$ cat src/rtl/fcd_pkg.sv
package fcd_pkg;
   localparam int BYTE_W = 8;
   localparam int KEY_W  = 11;

   typedef enum logic [2:0] {
      OP_READ       = 3'd0,
      OP_ID         = 3'd1,
      OP_PROG       = 3'd2,
      OP_CHIP_ERASE = 3'd3,
      OP_SECT_ERASE = 3'd4,
      OP_SUSPEND    = 3'd5,
      OP_RESUME     = 3'd6,
      OP_UNLOCK     = 3'd7
   } op_e;

   typedef enum logic [2:0] {
      SQ_IDLE, SQ_U1, SQ_U2, SQ_PD, SQ_E0, SQ_E1, SQ_E2
   } seq_e;

   localparam logic [KEY_W-1:0]  KEY_ADDR_A = 11'h555;
   localparam logic [KEY_W-1:0]  KEY_ADDR_B = 11'h2AA;
   localparam logic [BYTE_W-1:0] K_KEY_A    = 8'hAA;
   localparam logic [BYTE_W-1:0] K_KEY_B    = 8'h55;
   localparam logic [BYTE_W-1:0] K_PROG     = 8'hA0;
   localparam logic [BYTE_W-1:0] K_IDENT    = 8'h90;
   localparam logic [BYTE_W-1:0] K_ERASE    = 8'h80;
   localparam logic [BYTE_W-1:0] K_CHIP     = 8'h10;
   localparam logic [BYTE_W-1:0] K_SECTOR   = 8'h30;
   localparam logic [BYTE_W-1:0] K_PROTECT  = 8'h20;
   localparam logic [BYTE_W-1:0] K_RESET    = 8'hF0;
   localparam logic [BYTE_W-1:0] K_SUSPEND  = 8'hB0;
   localparam logic [BYTE_W-1:0] K_RESUME   = 8'h30;
   localparam logic [BYTE_W-1:0] ID_MAKER   = 8'hC2;
   localparam logic [BYTE_W-1:0] ID_DEV_TOP = 8'h45;
   localparam logic [BYTE_W-1:0] ID_DEV_BOT = 8'h46;
endpackage

$ cat src/rtl/fcd_gate.sv
module fcd_gate
   import fcd_pkg::*;
(
   input  logic              wr_en,
   input  logic [BYTE_W-1:0] wr_data,
   input  logic              prog_busy,
   input  logic              erase_busy,
   input  logic              suspended,
   output logic              seq_we,
   output logic              susp_fire,
   output logic              restricted
);
   // Priority: program busy, then erase busy, then suspended.
   always_comb begin
      seq_we     = wr_en && !prog_busy && !erase_busy;
      susp_fire  = wr_en && !prog_busy && erase_busy && (wr_data == K_SUSPEND);
      restricted = suspended && !erase_busy;
   end
endmodule

$ cat src/rtl/fcd_sequencer.sv
module fcd_sequencer
   import fcd_pkg::*;
#(
   parameter int ADDR_W = 19
) (
   input  logic              clk,
   input  logic              rst_n,
   input  logic              seq_we,
   input  logic              restricted,
   input  logic [ADDR_W-1:0] wr_addr,
   input  logic [BYTE_W-1:0] wr_data,
   output logic              hit,
   output op_e               hit_op,
   output logic              id_mode
);
   seq_e state, nxt;
   logic id_set;
   logic at_a, at_b;

   always_comb begin
      at_a   = (wr_addr[KEY_W-1:0] == KEY_ADDR_A);
      at_b   = (wr_addr[KEY_W-1:0] == KEY_ADDR_B);
      nxt    = state;
      hit    = 1'b0;
      hit_op = OP_READ;
      id_set = 1'b0;
      if (seq_we) begin
         nxt = SQ_IDLE;
         if (state != SQ_PD && wr_data == K_RESET) begin
            hit    = !restricted;
            hit_op = OP_READ;
         end else begin
            case (state)
               SQ_IDLE: begin
                  if (wr_data == K_KEY_A && at_a) nxt = SQ_U1;
                  else if (restricted && wr_data == K_RESUME) begin
                     hit    = 1'b1;
                     hit_op = OP_RESUME;
                  end
               end
               SQ_U1: if (wr_data == K_KEY_B && at_b) nxt = SQ_U2;
               SQ_U2: begin
                  if (at_a && wr_data == K_PROG) nxt = SQ_PD;
                  else if (at_a && !restricted && wr_data == K_ERASE) nxt = SQ_E0;
                  else if (at_a && !restricted && wr_data == K_IDENT) begin
                     hit    = 1'b1;
                     hit_op = OP_ID;
                     id_set = 1'b1;
                  end
               end
               SQ_PD: begin
                  hit    = 1'b1;
                  hit_op = OP_PROG;
               end
               SQ_E0: if (wr_data == K_KEY_A && at_a) nxt = SQ_E1;
               SQ_E1: if (wr_data == K_KEY_B && at_b) nxt = SQ_E2;
               SQ_E2: begin
                  if (wr_data == K_SECTOR) begin
                     hit    = 1'b1;
                     hit_op = OP_SECT_ERASE;
                  end else if (at_a && wr_data == K_CHIP) begin
                     hit    = 1'b1;
                     hit_op = OP_CHIP_ERASE;
                  end else if (at_a && wr_data == K_PROTECT) begin
                     hit    = 1'b1;
                     hit_op = OP_UNLOCK;
                  end
               end
               default: nxt = SQ_IDLE;
            endcase
         end
      end
   end

   always_ff @(posedge clk) begin
      if (!rst_n) begin
         state   <= SQ_IDLE;
         id_mode <= 1'b0;
      end else begin
         state <= nxt;
         if (seq_we) id_mode <= id_set;
      end
   end

   // no erase or ID path can open while suspended
   a_r12_no_erase_in_suspend: assert property (@(posedge clk) disable iff (!rst_n)
      (restricted && state == SQ_U2) |=> (state != SQ_E0));
endmodule

$ cat src/rtl/fcd_id_mux.sv
module fcd_id_mux
   import fcd_pkg::*;
#(
   parameter bit BOTTOM_BOOT = 1'b0
) (
   input  logic              id_mode,
   input  logic [1:0]        rd_addr,
   output logic [BYTE_W-1:0] id_data
);
   logic [BYTE_W-1:0] dev_code;

   generate
      if (BOTTOM_BOOT) begin : g_bottom
         assign dev_code = ID_DEV_BOT;
      end else begin : g_top
         assign dev_code = ID_DEV_TOP;
      end
   endgenerate

   always_comb begin
      id_data = '0;
      if (id_mode && !rd_addr[1]) id_data = rd_addr[0] ? dev_code : ID_MAKER;
   end
endmodule

$ cat src/rtl/flash_cmd_decoder.sv
module flash_cmd_decoder
   import fcd_pkg::*;
#(
   parameter int ADDR_W      = 19,
   parameter bit BOTTOM_BOOT = 1'b0
) (
   input  logic              clk,
   input  logic              rst_n,
   input  logic              wr_en,
   input  logic [ADDR_W-1:0] wr_addr,
   input  logic [7:0]        wr_data,
   input  logic              prog_busy,
   input  logic              erase_busy,
   input  logic              suspended,
   input  logic [1:0]        rd_addr,
   output logic              req_valid,
   output logic [2:0]        req_op,
   output logic [ADDR_W-1:0] req_addr,
   output logic [7:0]        req_data,
   output logic              id_active,
   output logic [7:0]        id_data
);
   localparam int SPARE_W = ADDR_W - KEY_W;

   generate
      if (SPARE_W < 0) begin : g_bad_addr_w
         $error("ADDR_W must cover the key address field");
      end
   endgenerate

   logic seq_we, susp_fire, restricted, seq_hit;
   op_e  seq_op;

   fcd_gate u_gate (
      .wr_en      (wr_en),
      .wr_data    (wr_data),
      .prog_busy  (prog_busy),
      .erase_busy (erase_busy),
      .suspended  (suspended),
      .seq_we     (seq_we),
      .susp_fire  (susp_fire),
      .restricted (restricted)
   );

   fcd_sequencer #(.ADDR_W(ADDR_W)) u_seq (
      .clk        (clk),
      .rst_n      (rst_n),
      .seq_we     (seq_we),
      .restricted (restricted),
      .wr_addr    (wr_addr),
      .wr_data    (wr_data),
      .hit        (seq_hit),
      .hit_op     (seq_op),
      .id_mode    (id_active)
   );

   fcd_id_mux #(.BOTTOM_BOOT(BOTTOM_BOOT)) u_idmux (
      .id_mode (id_active),
      .rd_addr (rd_addr),
      .id_data (id_data)
   );

   always_ff @(posedge clk) begin
      if (!rst_n) begin
         req_valid <= 1'b0;
         req_op    <= OP_READ;
         req_addr  <= '0;
         req_data  <= '0;
      end else begin
         req_valid <= seq_hit || susp_fire;
         req_op    <= susp_fire ? OP_SUSPEND : seq_op;
         if (wr_en) begin
            req_addr <= wr_addr;
            req_data <= wr_data;
         end
      end
   end

   a_r13_pulse_follows_write: assert property (@(posedge clk) disable iff (!rst_n)
      req_valid |-> $past(wr_en));
   a_r9_prog_busy_silent: assert property (@(posedge clk) disable iff (!rst_n)
      prog_busy |=> !req_valid);
   a_r10_erase_only_suspend: assert property (@(posedge clk) disable iff (!rst_n)
      (erase_busy && !prog_busy) |=> (!req_valid || req_op == OP_SUSPEND));
   a_r11_resume_needs_suspend: assert property (@(posedge clk) disable iff (!rst_n)
      !suspended |=> !(req_valid && req_op == OP_RESUME));
   a_r3_prog_payload: assert property (@(posedge clk) disable iff (!rst_n)
      (req_valid && req_op == OP_PROG) |-> (req_addr == $past(wr_addr) && req_data == $past(wr_data)));
   a_r4_id_with_request: assert property (@(posedge clk) disable iff (!rst_n)
      $rose(id_active) |-> (req_valid && req_op == OP_ID));
endmodule

$ cat config.mk
export PLATFORM = sky130hd
export DESIGN_NAME = flash_cmd_decoder
export DESIGN_NICKNAME = d
export VERILOG_FILES = /design/src/rtl/fcd_pkg.sv /design/src/rtl/fcd_gate.sv /design/src/rtl/fcd_sequencer.sv /design/src/rtl/fcd_id_mux.sv /design/src/rtl/flash_cmd_decoder.sv
export SDC_FILE = /design/constraint.sdc
export NUM_CORES = 1
export LEC_CHECK = 0
export ABC_AREA = 1
export ABC_CLOCK_PERIOD_IN_PS = 3000
export CAP_MARGIN = 0
export CORE_MARGIN = 2
export CORE_UTILIZATION = 35
export CTS_CLUSTER_DIAMETER = 150
export CTS_CLUSTER_SIZE = 30
export DETAILED_ROUTE_END_ITERATION = 8
export PLACE_DENSITY = 0.78
export SYNTH_ARGS = -nofsm -noshare
export SYNTH_HDL_FRONTEND = slang
export SYNTH_SLANG_ARGS = --single-unit
$ cat constraint.sdc
create_clock -name clk -period 3 [get_ports clk]
set_input_delay 0.3 -clock clk [delete_from_list [all_inputs] [get_ports clk]]
set_output_delay 0.3 -clock clk [all_outputs]
set_load 0.03 [all_outputs]
==> implementation parameters <==
Parameter                              Value

Timing
  Highest attainable clock frequency ... between 400 and 500 MHz
  Final number of setup-violating endpoints ... 0
  Final Cycle Share ... 68.7%
  Summed negative setup slack over all endpoints ... 0 ns
  Hold_ws ... about 0.50 ns
  Worst clock skew ... 0.00276 ns
  Final count of pins violating max slew ... 0
  Final hold viol count ... 0
  Final critical-path required period ... 2.06 ns
  Rel. slew slack ... 54.1%
  Measured slew at the worst slew-check pin ... 0.686 ns
  Setup repair after global routing missed its margin ... false

Detailed routing
  Detailed-route vias per instance ... 4.74
  Number of DRC violations after detailed routing ... 0
  Sum of routed wire length over all layers ... 4.66 mm
  Antenna-violating nets left ... 0
  Iteration count of the initial detailed-routing pass ... 4
  Count of vias placed by the detailed router ... 1920
  Avg WL per Cell ... about 12 um
  DRT iter0 DRCs ... 90

Setup path
  Reg2Reg Capture Point ... req_op[2]
  Critical path capture point type ... output pin
  Register-to-register path setup slack ... 1.67 ns
  Largest driver fanout on the critical path ... 2
  Critical Path Max Stage Delay ... 0.73 ns
  Cells along the critical path ... clkdlybuf4s50_1 -> nor3b_1 -> clkdlybuf4s50_1
  Worst reg2reg startpoint ... u_seq.state[0]
  Crit Path Category ... primary input to output pin
  Arrival time at the worst endpoint ... ~1.8 ns
  Cell repeated most along the worst path ... sky130_fd_sc_hd__clkdlybuf4s50_1
  CP bufs+invs ... 2
  Slowest-stage cell, CP ... sky130_fd_sc_hd__clkdlybuf4s50_1
  Category of the worst setup path launch point ... primary input
  Cells on worst reg2reg path ... 7
  Required time worst endpoint ... 2.70 ns
  Critical path's top delay family ... buffers and inverters

Logic synthesis
  Warnings from Yosys ... 0
  Leading area contributor after synthesis ... sky130_fd_sc_hd__dfxtp_1
  Primary FF master, synth ... sky130_fd_sc_hd__dfxtp_1
  Gate Count Post-Synth ... 269
  Combined area of all synthesized cells ... 1780 um^2
  Top cell type's share of synthesized area ... 39.3%
  Share of flip-flops with an asynchronous set or reset after synthesis ... 0%
  Avg Inst Size Synth ... 6.63 um^2
  Distinct cells, synth ... 25
  Number of register bits inferred by synthesis ... 35
  Number of enable flip-flop cells after synthesis ... 0
  Dominant cells by area after synthesis ... sky130_fd_sc_hd__dfxtp_1 (39%), sky130_fd_sc_hd__nor2_1 (12%), sky130_fd_sc_hd__nand2_1 (8.6%)
  Sequential area share after synthesis ... about 39%

Min path
  End point of the most critical hold path ... u_seq.state[1]
  Cell count of the worst hold path ... 2
  Worst min-delay path class ... flop to flop
  Hold Startpoint ... u_seq.state[1]

Power
  Switching portion of total power ... a little under a third
  PD cells ... just over 400 nW/um^2
  Cell Int Power ... between 0.7 and 0.8 mW
  Maximum vdd ir drop ... ~0.29 mV
  Leakage ... 1.06 nW
  Sequential fraction of design power ... 46.3%
  Post-route total power ... between 1 and 1.5 mW
  Proportion of power drawn by combinational gates ... 21.9%
  Sw Pwr ... approximately 0.33 mW
  Share of total power in the clock network ... 31.8%

Floorplanning
  Ports placed on the boundary ... 75
  # rows ... 25
  Die W ... around 75 um
  Vertical die dimension ... 75.4 um
  Starting density of the core ... a little under two fifths
  Die ar. ... 5690 um^2
  Core footprint ... ~4800 um^2

Placed design
  Routability Congestion ... ~0.85
  Cell area after placement ... 2530 um^2
  Dpl cells ... 397
  Port Buffer Count ... 71
  Final HPWL from detailed placement ... between 3 and 4 mm

CTS
  Clock buffers created by TritonCTS ... 5
  Max clock buf depth ... 2
  Cell at the root of the clock tree ... sky130_fd_sc_hd__clkbuf_8
  Hold-fix buffer count after cts ... 0
  CTS tree ... built
  Setup bufs post-CTS ... 0
  Total clock sinks ... 35
  Clock latency of the later-clocked register in the worst-skew pair ... 0.29 ns
  Gates resized, CTS repair ... 0
  Clock-pin slew on the worst setup and hold paths ... roughly 0.070 ns
  H-Tree Depth ... 2

Cells and area
  Final #Nets ... 372
  Area Overhead vs Synth ... 46.6%
  Post-route standard cell area excluding fillers ... 2620 um^2
  Non-filler cells, final ... 405
  Number of filler cells placed in the layout ... around 480
  Number of antenna diodes ... 0
  Ratio of cells with drive above 1 in the final layout ... 9.47%

Global route
  Maximum number of pins on one net before global-route repair ... between 40 and 50
  Number of antenna violations at the first check in global routing ... 0
  Overflow left after global routing ... 0
  GRT Util Overall ... around 18%
  Wire length of the first global-routing pass ... 7.79 mm
  Vias in the first global route ... 1783

Status
  Result of the run ... finished, final reports clean

Run
  Total of max-cap violations ... 0
[cells in the mapped netlist (2+ instances only)]
| master | instances |
|---|---|
| sky130_fd_sc_hd__nor2_1 | 57 |
| sky130_fd_sc_hd__nand2_1 | 41 |
| sky130_fd_sc_hd__dfxtp_1 | 35 |
| sky130_fd_sc_hd__o21ai_0 | 29 |
| sky130_fd_sc_hd__inv_1 | 24 |
| sky130_fd_sc_hd__a21oi_1 | 19 |
| sky130_fd_sc_hd__nand3_1 | 13 |
| sky130_fd_sc_hd__clkbuf_1 | 8 |
| sky130_fd_sc_hd__inv_2 | 7 |
| sky130_fd_sc_hd__buf_4 | 6 |
| sky130_fd_sc_hd__nor2_2 | 6 |
| sky130_fd_sc_hd__nand4_1 | 5 |
| sky130_fd_sc_hd__nor3_1 | 4 |
| sky130_fd_sc_hd__a21oi_2 | 2 |
| sky130_fd_sc_hd__nand2_2 | 2 |
| sky130_fd_sc_hd__o21ai_1 | 2 |
[worst reg2reg max path, stage by stage, from the launching register on]
cell and delay [ns]:
sky130_fd_sc_hd__dfxtp_1 0.38, sky130_fd_sc_hd__inv_2 0.07, sky130_fd_sc_hd__nor3_2 0.22, sky130_fd_sc_hd__nor2_1 0.07, sky130_fd_sc_hd__nand2_1 0.14, sky130_fd_sc_hd__nand4_2 0.12, sky130_fd_sc_hd__o21bai_1 0.21, sky130_fd_sc_hd__nand2_1 0.05
[cells in the final DEF, fill, tap and decap left out]
| cell | instances |
|---|---|
| sky130_fd_sc_hd__nor3_1 | 4 |
| sky130_fd_sc_hd__nor2_8 | 1 |
| sky130_fd_sc_hd__buf_4 | 2 |
| sky130_fd_sc_hd__clkinv_2 | 1 |
| sky130_fd_sc_hd__o21bai_1 | 1 |
| sky130_fd_sc_hd__o21ai_1 | 2 |
| sky130_fd_sc_hd__nand2_1 | 41 |
| sky130_fd_sc_hd__nand3_1 | 13 |
| sky130_fd_sc_hd__conb_1 | 3 |
| sky130_fd_sc_hd__nor2_2 | 6 |
| sky130_fd_sc_hd__nand4_2 | 1 |
| sky130_fd_sc_hd__nand4_1 | 5 |
| sky130_fd_sc_hd__nor2_4 | 1 |
| sky130_fd_sc_hd__nor2_1 | 57 |
| sky130_fd_sc_hd__inv_1 | 24 |
| sky130_fd_sc_hd__nor3_2 | 1 |
| sky130_fd_sc_hd__o21ai_0 | 29 |
| sky130_fd_sc_hd__a21oi_1 | 19 |
| sky130_fd_sc_hd__a2bb2oi_1 | 1 |
| sky130_fd_sc_hd__or2_4 | 1 |
| sky130_fd_sc_hd__clkbuf_8 | 5 |
| sky130_fd_sc_hd__nand2_2 | 2 |
| sky130_fd_sc_hd__a21oi_2 | 2 |
| sky130_fd_sc_hd__clkinvlp_4 | 2 |
| sky130_fd_sc_hd__clkdlybuf4s50_1 | 71 |
| sky130_fd_sc_hd__nor3b_1 | 1 |
| sky130_fd_sc_hd__inv_2 | 7 |
| sky130_fd_sc_hd__dfxtp_1 | 35 |
[power by group through the flow]
stage	sequential, mW	clock (mW)	combinational (mW)
after CTS	0.502	0.355	0.239
after detailed placement	0.512	0	0.237
after global placement	0.511	0	0.235
final	0.502	0.345	0.237
after floorplan	0.561	0	0.0734
after global routing	0.505	0.371	0.258
[kinds of logic (layout without fill, tap and decap cells)]
family / count (synthesis) / in the layout / synth area share (%)
AO/OA/AOI/OAI: 54 / 54 / 15.9
flip-flops: 35 / 35 / 39.3
other: 1 / 3 / 0.210
buffers and inverters: 45 / 112 / 10.7
AND/OR/NAND/NOR: 134 / 134 / 33.9
[metal layers]
layer  share of wire [%]  global-route usage [%]
met1                  44                    22.4
met3                  10                    6.88
met2                  45                    27.1
met5                   0                       0
met4                 1.7                    6.82
[through the flow]
stage	setup WS (ns)	util, %
3_5_place_dp	0.933	52.4
5_1_grt	0.879	54.3
4_1_cts	0.929	54.3
2_1_floorplan	0.986	-
6_report	0.939	54.3
3_3_place_gp	0.976	52.4
[area by class of cell]
| cell class | instances | area (um^2) | area share, % |
|---|---|---|---|
| well taps | 67 | 83.8 | 3.21 |
| inverters | 31 | 116 | 4.45 |
| clock inverters | 3 | 20.0 | 0.766 |
| multi-input cells | 191 | 900 | 34.4 |
| flip-flops and latches | 35 | 701 | 26.8 |
| clock buffers | 5 | 68.8 | 2.63 |
| repair buffers | 73 | 726 | 27.8 |
[flip-flops by register name, indices dropped and copies added (netlist names)]
register,count
req_addr,19
req_data,8
req_op,3
req_valid,1
u_seq.id_mode,1
u_seq.state,3
[how the worst max path moves through the flow]
| stage | from | to | slack, ns | cells after the start |
|---|---|---|---|---|
| global route | rd_addr[0] | id_data[2] | 0.88 | 3 |
| global placement | rd_addr[0] | id_data[0] | 0.98 | 3 |
| finish | rd_addr[0] | id_data[2] | 0.94 | 3 |
| floorplan | u_seq.id_mode | id_data[2] | 0.99 | 3 |
| detailed placement | rd_addr[0] | id_data[2] | 0.93 | 3 |
| CTS | rd_addr[0] | id_data[2] | 0.93 | 3 |
(Power assumes the default switching activity.)
